<file path="src/rtl/mc_ctrl_pkg.sv">
package mc_ctrl_pkg;

  localparam int OPCODE_W = 6;
  localparam int STATE_W  = 4;

  localparam logic [OPCODE_W-1:0] OP_RTYPE  = 6'b000000;
  localparam logic [OPCODE_W-1:0] OP_LOAD   = 6'b100011;
  localparam logic [OPCODE_W-1:0] OP_STORE  = 6'b101011;
  localparam logic [OPCODE_W-1:0] OP_BRANCH = 6'b000100;
  localparam logic [OPCODE_W-1:0] OP_JUMP   = 6'b000010;

  typedef enum logic [STATE_W-1:0] {
    ST_FETCH    = 4'd0,
    ST_DECODE   = 4'd1,
    ST_MEM_ADDR = 4'd2,
    ST_MEM_RD   = 4'd3,
    ST_LOAD_WB  = 4'd4,
    ST_MEM_WR   = 4'd5,
    ST_R_EXEC   = 4'd6,
    ST_R_DONE   = 4'd7,
    ST_BRANCH   = 4'd8,
    ST_JUMP     = 4'd9,
    ST_EXC_UND  = 4'd10,
    ST_EXC_OVF  = 4'd11
  } state_e;

  typedef enum logic [2:0] {
    CL_RTYPE,
    CL_LOAD,
    CL_STORE,
    CL_BRANCH,
    CL_JUMP,
    CL_UNDEF
  } op_class_e;

  // ALU mode encodings
  localparam logic [1:0] ALU_ADD  = 2'b00;
  localparam logic [1:0] ALU_SUB  = 2'b01;
  localparam logic [1:0] ALU_FUNC = 2'b10;

  // PC source encodings
  localparam logic [1:0] PCS_ALU    = 2'b00;
  localparam logic [1:0] PCS_ALUREG = 2'b01;
  localparam logic [1:0] PCS_JUMP   = 2'b10;
  localparam logic [1:0] PCS_VECTOR = 2'b11;

  // ALU B source encodings
  localparam logic [1:0] BSRC_REG  = 2'b00;
  localparam logic [1:0] BSRC_FOUR = 2'b01;
  localparam logic [1:0] BSRC_IMM  = 2'b10;
  localparam logic [1:0] BSRC_IMMS = 2'b11;

  localparam logic CAUSE_UNDEF = 1'b0;
  localparam logic CAUSE_OVF   = 1'b1;

  typedef struct packed {
    logic       pc_we;
    logic       pc_we_cond;
    logic       mem_addr_sel;
    logic       mem_rd;
    logic       mem_wr;
    logic       instr_we;
    logic       wb_sel_mem;
    logic [1:0] pc_sel;
    logic [1:0] alu_mode;
    logic       alu_a_sel;
    logic [1:0] alu_b_sel;
    logic       rf_we;
    logic       rf_dst_rd;
    logic       fault_pc_we;
    logic       fault_code_we;
    logic       fault_code;
  } ctrl_t;

endpackage

</file>
<file path="src/rtl/mc_op_class.sv">
module mc_op_class
  import mc_ctrl_pkg::*;
(
  input  logic [OPCODE_W-1:0] opcode_i,
  output op_class_e           class_o
);

  always_comb begin
    unique case (opcode_i)
      OP_RTYPE:  class_o = CL_RTYPE;
      OP_LOAD:   class_o = CL_LOAD;
      OP_STORE:  class_o = CL_STORE;
      OP_BRANCH: class_o = CL_BRANCH;
      OP_JUMP:   class_o = CL_JUMP;
      default:   class_o = CL_UNDEF;
    endcase
  end

endmodule

</file>
<file path="src/rtl/mc_ctrl_next.sv">
module mc_ctrl_next
  import mc_ctrl_pkg::*;
(
  input  state_e    state_i,
  input  op_class_e class_i,
  input  logic      overflow_i,
  output state_e    next_o
);

  always_comb begin
    next_o = ST_FETCH;
    unique case (state_i)
      ST_FETCH: next_o = ST_DECODE;
      ST_DECODE: begin
        unique case (class_i)
          CL_RTYPE:           next_o = ST_R_EXEC;
          CL_LOAD, CL_STORE:  next_o = ST_MEM_ADDR;
          CL_BRANCH:          next_o = ST_BRANCH;
          CL_JUMP:            next_o = ST_JUMP;
          default:            next_o = ST_EXC_UND;
        endcase
      end
      ST_MEM_ADDR: next_o = (class_i == CL_LOAD) ? ST_MEM_RD : ST_MEM_WR;
      ST_MEM_RD:   next_o = ST_LOAD_WB;
      // overflow only matters while register-register arithmetic executes
      ST_R_EXEC:   next_o = overflow_i ? ST_EXC_OVF : ST_R_DONE;
      default:     next_o = ST_FETCH;
    endcase
  end

endmodule

</file>
<file path="src/rtl/mc_ctrl_out.sv">
module mc_ctrl_out
  import mc_ctrl_pkg::*;
(
  input  state_e state_i,
  output ctrl_t  ctrl_o
);

  always_comb begin
    ctrl_o = '0;
    unique case (state_i)
      ST_FETCH: begin
        ctrl_o.mem_rd    = 1'b1;
        ctrl_o.instr_we  = 1'b1;
        ctrl_o.pc_we     = 1'b1;
        ctrl_o.pc_sel    = PCS_ALU;
        ctrl_o.alu_mode  = ALU_ADD;
        ctrl_o.alu_b_sel = BSRC_FOUR;
      end
      ST_DECODE: begin
        ctrl_o.alu_mode  = ALU_ADD;
        ctrl_o.alu_b_sel = BSRC_IMMS;
      end
      ST_MEM_ADDR: begin
        ctrl_o.alu_a_sel = 1'b1;
        ctrl_o.alu_b_sel = BSRC_IMM;
        ctrl_o.alu_mode  = ALU_ADD;
      end
      ST_MEM_RD: begin
        ctrl_o.mem_rd       = 1'b1;
        ctrl_o.mem_addr_sel = 1'b1;
      end
      ST_LOAD_WB: begin
        ctrl_o.rf_we      = 1'b1;
        ctrl_o.wb_sel_mem = 1'b1;
      end
      ST_MEM_WR: begin
        ctrl_o.mem_wr       = 1'b1;
        ctrl_o.mem_addr_sel = 1'b1;
      end
      ST_R_EXEC: begin
        ctrl_o.alu_a_sel = 1'b1;
        ctrl_o.alu_b_sel = BSRC_REG;
        ctrl_o.alu_mode  = ALU_FUNC;
      end
      ST_R_DONE: begin
        ctrl_o.rf_we     = 1'b1;
        ctrl_o.rf_dst_rd = 1'b1;
      end
      ST_BRANCH: begin
        ctrl_o.alu_a_sel  = 1'b1;
        ctrl_o.alu_b_sel  = BSRC_REG;
        ctrl_o.alu_mode   = ALU_SUB;
        ctrl_o.pc_we_cond = 1'b1;
        ctrl_o.pc_sel     = PCS_ALUREG;
      end
      ST_JUMP: begin
        ctrl_o.pc_we  = 1'b1;
        ctrl_o.pc_sel = PCS_JUMP;
      end
      ST_EXC_UND, ST_EXC_OVF: begin
        // ALU forms PC-4: address of the faulting instruction
        ctrl_o.alu_mode      = ALU_SUB;
        ctrl_o.alu_b_sel     = BSRC_FOUR;
        ctrl_o.fault_pc_we   = 1'b1;
        ctrl_o.fault_code_we = 1'b1;
        ctrl_o.fault_code    = (state_i == ST_EXC_OVF) ? CAUSE_OVF : CAUSE_UNDEF;
        ctrl_o.pc_we         = 1'b1;
        ctrl_o.pc_sel        = PCS_VECTOR;
      end
      default: ctrl_o = '0;
    endcase
  end

endmodule

</file>
<file path="src/rtl/mc_ctrl_fsm.sv">
module mc_ctrl_fsm
  import mc_ctrl_pkg::*;
(
  input  logic                clk_i,
  input  logic                rst_ni,
  input  logic [OPCODE_W-1:0] opcode_i,
  input  logic                overflow_i,
  output logic                pc_we_o,
  output logic                pc_we_cond_o,
  output logic                mem_addr_sel_o,
  output logic                mem_rd_o,
  output logic                mem_wr_o,
  output logic                instr_we_o,
  output logic                wb_sel_mem_o,
  output logic [1:0]          pc_sel_o,
  output logic [1:0]          alu_mode_o,
  output logic                alu_a_sel_o,
  output logic [1:0]          alu_b_sel_o,
  output logic                rf_we_o,
  output logic                rf_dst_rd_o,
  output logic                fault_pc_we_o,
  output logic                fault_code_we_o,
  output logic                fault_code_o
);

  state_e    state_q, state_d;
  op_class_e op_class;
  ctrl_t     ctrl;

  mc_op_class u_class (
    .opcode_i (opcode_i),
    .class_o  (op_class)
  );

  mc_ctrl_next u_next (
    .state_i    (state_q),
    .class_i    (op_class),
    .overflow_i (overflow_i),
    .next_o     (state_d)
  );

  always_ff @(posedge clk_i or negedge rst_ni) begin
    if (!rst_ni) state_q <= ST_FETCH;
    else         state_q <= state_d;
  end

  mc_ctrl_out u_out (
    .state_i (state_q),
    .ctrl_o  (ctrl)
  );

  assign pc_we_o         = ctrl.pc_we;
  assign pc_we_cond_o    = ctrl.pc_we_cond;
  assign mem_addr_sel_o  = ctrl.mem_addr_sel;
  assign mem_rd_o        = ctrl.mem_rd;
  assign mem_wr_o        = ctrl.mem_wr;
  assign instr_we_o      = ctrl.instr_we;
  assign wb_sel_mem_o    = ctrl.wb_sel_mem;
  assign pc_sel_o        = ctrl.pc_sel;
  assign alu_mode_o      = ctrl.alu_mode;
  assign alu_a_sel_o     = ctrl.alu_a_sel;
  assign alu_b_sel_o     = ctrl.alu_b_sel;
  assign rf_we_o         = ctrl.rf_we;
  assign rf_dst_rd_o     = ctrl.rf_dst_rd;
  assign fault_pc_we_o   = ctrl.fault_pc_we;
  assign fault_code_we_o = ctrl.fault_code_we;
  assign fault_code_o    = ctrl.fault_code;

endmodule

</file>
<file path="config.mk">
export PLATFORM = sky130hd
export DESIGN_NAME = mc_ctrl_fsm
export DESIGN_NICKNAME = d
export VERILOG_FILES = /design/src/rtl/mc_ctrl_pkg.sv /design/src/rtl/mc_op_class.sv /design/src/rtl/mc_ctrl_next.sv /design/src/rtl/mc_ctrl_out.sv /design/src/rtl/mc_ctrl_fsm.sv
export SDC_FILE = /design/constraint.sdc
export NUM_CORES = 1
export LEC_CHECK = 0
export BUFFER_PORTS_ARGS = -buffer_cell sky130_fd_sc_hd__buf_2
export CORE_AREA = 2 2 39 41
export CTS_CLUSTER_SIZE = 30
export DETAILED_ROUTE_END_ITERATION = 10
export DIE_AREA = 0 0 41 43
export PLACE_DENSITY_LB_ADDON = 0.3
export SYNTH_ARGS = -nofsm -noshare
export SYNTH_HDL_FRONTEND = slang
export SYNTH_HIERARCHICAL = 1
export SYNTH_SLANG_ARGS = --single-unit
</file>
<file path="constraint.sdc">
create_clock -name clk_i -period 2.8 [get_ports clk_i]
set_input_delay 0.14 -clock clk_i [delete_from_list [all_inputs] [get_ports clk_i]]
set_output_delay 0.14 -clock clk_i [all_outputs]
set_load 0.1 [all_outputs]
</file>
==> flow_metrics.tcl, run 1 <==
set metrics [dict create \
    dp_hpwl_um 946 \
    ys_seq_area_frac 0.198 \
    yosys_warnings 6 \
    timing.rr.start "state_q[0]$_DFF_PN0_" \
    path_cells "or3b_1 > o31ai_2 > buf_2" \
    drive_above_1_share 0.456 \
    drt_iter0_markers 3 \
    syn_avg_cell_area_um2 7.92 \
    nets 101 \
    synth-seq-cells 4 \
    worst_slack_ns 0.808 \
    clock_path_buffers 2 \
    routed_wl_mm 1.20 \
    start_util 0.366 \
    drv_slew 0 \
    critPathLaunchType "register" \
    relSlewSlack 0.630 \
    r2r_slack_ns 0.98 \
    setup_violations 0 \
    crit_fanout 15 \
    final_common_cell "buf_2" \
    synth.area.top_cells "dfrtp_1 (20%), nor2_1 (5.9%), nor3b_1 (5.9%), or4_4 (4.4%), nor3_1 (4.0%)" \
    wl_per_cell_um 11.3 \
    cts-htree-levels 1 \
    dieArea_mm2 0.00176 \
    synth_fp_nets 73 \
    rsz0062_at_grt "false" \
    clkLatencyLatePin_ns 0.23 \
    synth_top_area_cell "dfrtp_1" \
    fin_skew_ns 0.00250 \
    rows 14 \
    synthesis.area_um2 507 \
    finalNonFillerCells 106 \
    numCtsBuffers 3 \
    antenna_cells 0 \
    required_ns 2.66 \
    place_inst 102 \
    fmax_mhz 502 \
    yosys.cell_types.count 34 \
    final_cell_mix "buf_2 (27), nor2_1 (8), dfrtp_1 (4)" \
    tightest_slew_ns 0.555 \
    regMostFlops "state_q" \
    crit_type "register to output pin" \
    worstHoldStart "overflow_i" \
    period_needed_ns 1.99 \
    overflow 0 \
    ant_nets 0 \
    clockRootBuffer "clkbuf_4" \
    cpPeakStageDelay_ns 0.68 \
    die_x_um 41 \
    clk_pin_slew_ns 0.04 \
    grt_max_degree 18 \
    crit_family "flip-flops" \
    synth_top_area_share 0.198 \
    dp_slack_ns 0.961 \
    track_usage 0.154 \
    coreArea_mm2 0.00138 \
    area_delta_synth_final_pct 34.6 \
    ioPinCount 28 \
    critical_path_buf_inv_count 1 \
    whs_path_depth 2 \
    maxCapViolCount 0 \
    status "finished clean" \
    end_kind "output pin" \
    gp_congestion 0.780 \
    largest_reg_flops 4 \
    via_per_inst 5.13 \
    ff2ff_path_depth 3 \
    grt_pass1_wl_mm 1.86 \
    cpMaxStageDelayCell "dfrtp_1" \
    finalSetupTns_ns 0 \
    vias 544 \
    antenna_found_initial 0 \
    dr.pass1.iters 2 \
    netlist_instances 64 \
    whs_ns 0.142 \
    r2r-end "state_q[2]$_DFF_PN0_" \
    cts.sinks 4 \
    cts_setup_buffers 0 \
    hp-class "primary input to register" \
    drc 0 \
    fin_crit_sh 0.711 \
    numPortBuffers 27 \
    top_regs "state_q x4" \
    cp.arrival_ns 1.85 \
    die_h_um 43 \
    hold_violations 0 \
    cts_tree "done" \
    min_to "state_q[2]$_DFF_PN0_" \
    grt_pass1_vias 460 \
]
how the worst max path moves through the flow:
stage | depth (start not counted) | endpoint | start | slack (ns)
after floorplan | 3 | alu_mode_o[1] | state_q[3]$_DFF_PN0_ | -0.14
after global placement | 3 | state_q[2]$_DFF_PN0_ | state_q[0]$_DFF_PN0_ | 1.00
after detailed placement | 6 | state_q[2]$_DFF_PN0_ | opcode_i[1] | 0.96
after CTS | 3 | alu_a_sel_o | state_q[1]$_DFF_PN0_ | 0.79
after global routing | 3 | alu_a_sel_o | state_q[3]$_DFF_PN0_ | 0.71
final | 3 | alu_a_sel_o | state_q[1]$_DFF_PN0_ | 0.81
cells by family (layout without fill, tap and decap cells):
group | count (synthesis) | count (layout) | share of synthesized area
compound gates | 14 | 14 | 0.215
xor+xnor | 3 | 3 | 0.0519
buf+inv | 8 | 34 | 0.0938
flops | 4 | 4 | 0.198
simple gates | 35 | 35 | 0.442
cell type report:
class	instances	area, µm²
Clock buffer	3	22.5
Fill cell	141	702
Inverter	3	11.3
Multi-Input combinational cell	52	383
Sequential cell	4	100
Tap cell	16	20.0
Timing Repair Buffer	28	145
cells in the mapped netlist:
cell / n
o21ai_0: 1
o31ai_2: 1
xnor2_1: 1
a21oi_1: 3
a221oi_1: 1
o21bai_1: 1
nor3b_1: 4
or4b_4: 1
nand2_1: 3
a2111o_1: 1
a21o_1: 2
o21ai_1: 1
nor3b_2: 1
nand2b_1: 3
o211ai_2: 1
nand3_1: 2
buf_2: 2
or2_2: 1
nor2_1: 8
o22ai_1: 1
a221o_1: 1
buf_6: 1
dfrtp_1: 4
nand4b_1: 1
inv_1: 3
nor4_2: 1
nor2b_1: 1
xor2_1: 2
buf_4: 2
or3b_1: 1
or3_1: 1
nor3_1: 4
nand4_1: 1
or4_4: 2
through the flow:
stage	utilization	area, µm²
5_1_grt	0.493	682
3_5_place_dp	0.469	649
4_1_cts	0.493	682
3_3_place_gp	0.469	649
6_report	0.493	682
2_1_floorplan	-	531
metal layers:
metal  up-vias  track usage  part of all wire
met5         -            0                 0
met3         0       0.0628             0.063
met4         0       0.0533                 0
met1       240        0.176              0.45
li1        286            -                 -
met2        18        0.247              0.49
worst register-to-register path: stages (launching register included):
cell and delay [ns]:
dfrtp_1 0.68, or4b_4 0.56, or4_4 0.43, o211ai_2 0.07
what timing repair did:
item,CTS,global route
gates resized for setup,0,0
setup endpoints to repair,0,0
hold buffers,1,0
endpoints found under the hold margin,4,0
Power of run 1 is not shown: default switching activity piles up to over one toggle a cycle in this logic, so the estimate is an artifact.
==> inputs of run 2 (changes only) <==
- ABC_AREA: not set -> 1
- clock period: 2.8 -> 2 ns (I/O delays scaled with it)
==> flow_metrics.tcl, run 2 <==
set metrics [dict create \
    antenna_cells 0 \
    cp-endpoint "mem_rd_o" \
    ys_seq_area_frac 0.177 \
    clk_pin_slew_ns 0.03 \
    clock_path_buffers 2 \
    period_needed_ns 1.70 \
    dieArea_mm2 0.00176 \
    fin_crit_sh 0.852 \
    ioPinCount 28 \
    post_cts_resize_count 0 \
    synth_edf_count 0 \
    synthArstFlopShare 1.00 \
    synth_top_family_by_area "simple AND/OR/NAND/NOR gates" \
    via_per_inst 4.60 \
    hp-class "primary input to register" \
    cts-htree-levels 1 \
    drc 0 \
    synthSimpleGateAreaFrac 0.544 \
    synth.area.top_cells "nand2_1 (19%), dfrtp_1 (18%), inv_1 (15%), nor2_1 (11%), nand3_1 (8.8%)" \
    critPathLaunchType "register" \
    r2r_slack_ns 0.85 \
    drt_iter0_markers 9 \
    ys.flop_type "dfrtp_1" \
    track_usage 0.168 \
    cts.sinks 4 \
    synthesis.area_um2 566 \
    rsz0062_at_grt "false" \
    synth_top_area_share 0.192 \
    drive_above_1_share 0.333 \
    synthAdderAreaFrac 0 \
    ff2ff_path_depth 4 \
    synth_fp_nets 117 \
    dp_hpwl_mm 1.06 \
    final_cell_mix "nand2_1 (29), buf_2 (27), inv_1 (23), nor2_1 (15), nand3_1 (10)" \
    crit_fanout 7 \
    synth_xor_area_frac 0 \
    antenna_found_initial 0 \
    nets 149 \
    ant_nets 0 \
    r2r-end "state_q[3]$_DFF_PN0_" \
    syn_avg_cell_area_um2 5.24 \
    dr.pass1.iters 4 \
    cp.arrival_ns 1.60 \
    rows 14 \
    clkLatencyLatePin_ns 0.23 \
    crit_type "register to output pin" \
    die_x_um 41 \
    final_common_cell "nand2_1" \
    synth_mux_area_frac 0 \
    top_regs "state_q x4" \
    synth_top_area_cell "nand2_1" \
    cts_setup_buffers 0 \
    yosys.cell_types.count 20 \
    vias 709 \
    regMostFlops "state_q" \
    yosysMostFrequentCell "nand2_1" \
    largest_reg_flops 4 \
    num-fill-cells 150 \
    finalSetupTns_ns 0 \
    grt_pass1_vias 601 \
    yosys_warnings 6 \
    wl_per_cell_um 8.56 \
    cts_tree "done" \
    timing.rr.start "state_q[1]$_DFF_PN0_" \
    hold_violations 0 \
    grt_pass1_wl_mm 2.04 \
    drv_slew 0 \
    gp_congestion 0.803 \
    clockRootBuffer "clkbuf_4" \
    maxCapViolCount 0 \
    grt_max_degree 10 \
    overflow 0 \
    required_ns 1.90 \
    area_delta_synth_final_pct 32.7 \
    fmax_mhz 587 \
    netlist_instances 108 \
    setup_violations 0 \
    netlist_top_cells_count "nand2_1 (29), inv_1 (23), nor2_1 (17)" \
    coreArea_mm2 0.00138 \
    numCtsBuffers 3 \
    synth_compound_area_frac 0.0708 \
    synth-seq-cells 4 \
    tightest_slew_ns 0.487 \
    numPortBuffers 27 \
    final_core_utilization 0.542 \
    cp-startpoint "state_q[2]$_DFF_PN0_" \
    routed_wl_mm 1.32 \
    end_kind "output pin" \
    ctsHoldBuffers 1 \
    status "finished clean" \
    fin_skew_ns 0.00115 \
    relSlewSlack 0.677 \
    start_util 0.409 \
    die_h_um 43 \
]
==> run 2: changes by cell type after synthesis, moves of 3 or more <==
cell     before  now
nand2_2       0    3
nor3_1        4    1
inv_1         3   23
nor3b_1       4    0
nor2_1        8   17
inv_2         0    4
nand3_1       2   10
nand2_1       3   29
==> run 2: metrics by stage <==
step,hold slack [ns],instances,setup WS [ns],cell area (µm²)
after floorplan,-0.196,108,-0.0106,571
after global placement,-0.0943,150,0.574,718
after detailed placement,-0.0936,150,0.552,718
after CTS,0.141,154,0.312,751
after global routing,0.146,154,0.217,751
final,0.151,154,0.296,751
==> run 2: worst max-delay path, cell delays in order, from the launching register on <==
cell,delay (ns)
dfrtp_1,0.47
nor2_1,0.27
nand2_1,0.14
nand2_1,0.08
buf_2,0.42
==> run 2: logic make-up (layout without fill, tap and decap cells) <==
| group | count (synthesis) | after routing |
|---|---|---|
| simple gates | 68 | 68 |
| buf+inv | 30 | 60 |
| flops | 4 | 4 |
| compound gates | 6 | 6 |
==> run 2: worst min-delay path by stage <==
stage / from / end / slack [ns] / depth (start not counted)
after floorplan: rst_ni / state_q[0]$_DFF_PN0_ / -0.20 / 0
after global placement: rst_ni / state_q[0]$_DFF_PN0_ / -0.09 / 1
after detailed placement: rst_ni / state_q[0]$_DFF_PN0_ / -0.09 / 1
after CTS: overflow_i / state_q[3]$_DFF_PN0_ / 0.14 / 3
after global routing: overflow_i / state_q[3]$_DFF_PN0_ / 0.15 / 3
final: overflow_i / state_q[3]$_DFF_PN0_ / 0.15 / 3
==> run 2: routing by layer <==
layer  GRT usage  wire, µm  vias up
li1            -         -      380
met1       0.154       500      300
met2       0.316       722       29
met3      0.0314        96        0
met4      0.0800         0        0
met5           0         0        -
==> run 2: area by class of cell <==
type / count / area (µm²) / area share
Clock buffer: 3 / 22.5 / 0.0300
Tap cell: 16 / 20.0 / 0.0267
Timing Repair Buffer: 28 / 145 / 0.193
Inverter: 29 / 110 / 0.147
Multi-Input combinational cell: 74 / 353 / 0.470
Sequential cell: 4 / 100 / 0.133
Power of run 2 is left out for the same reason.
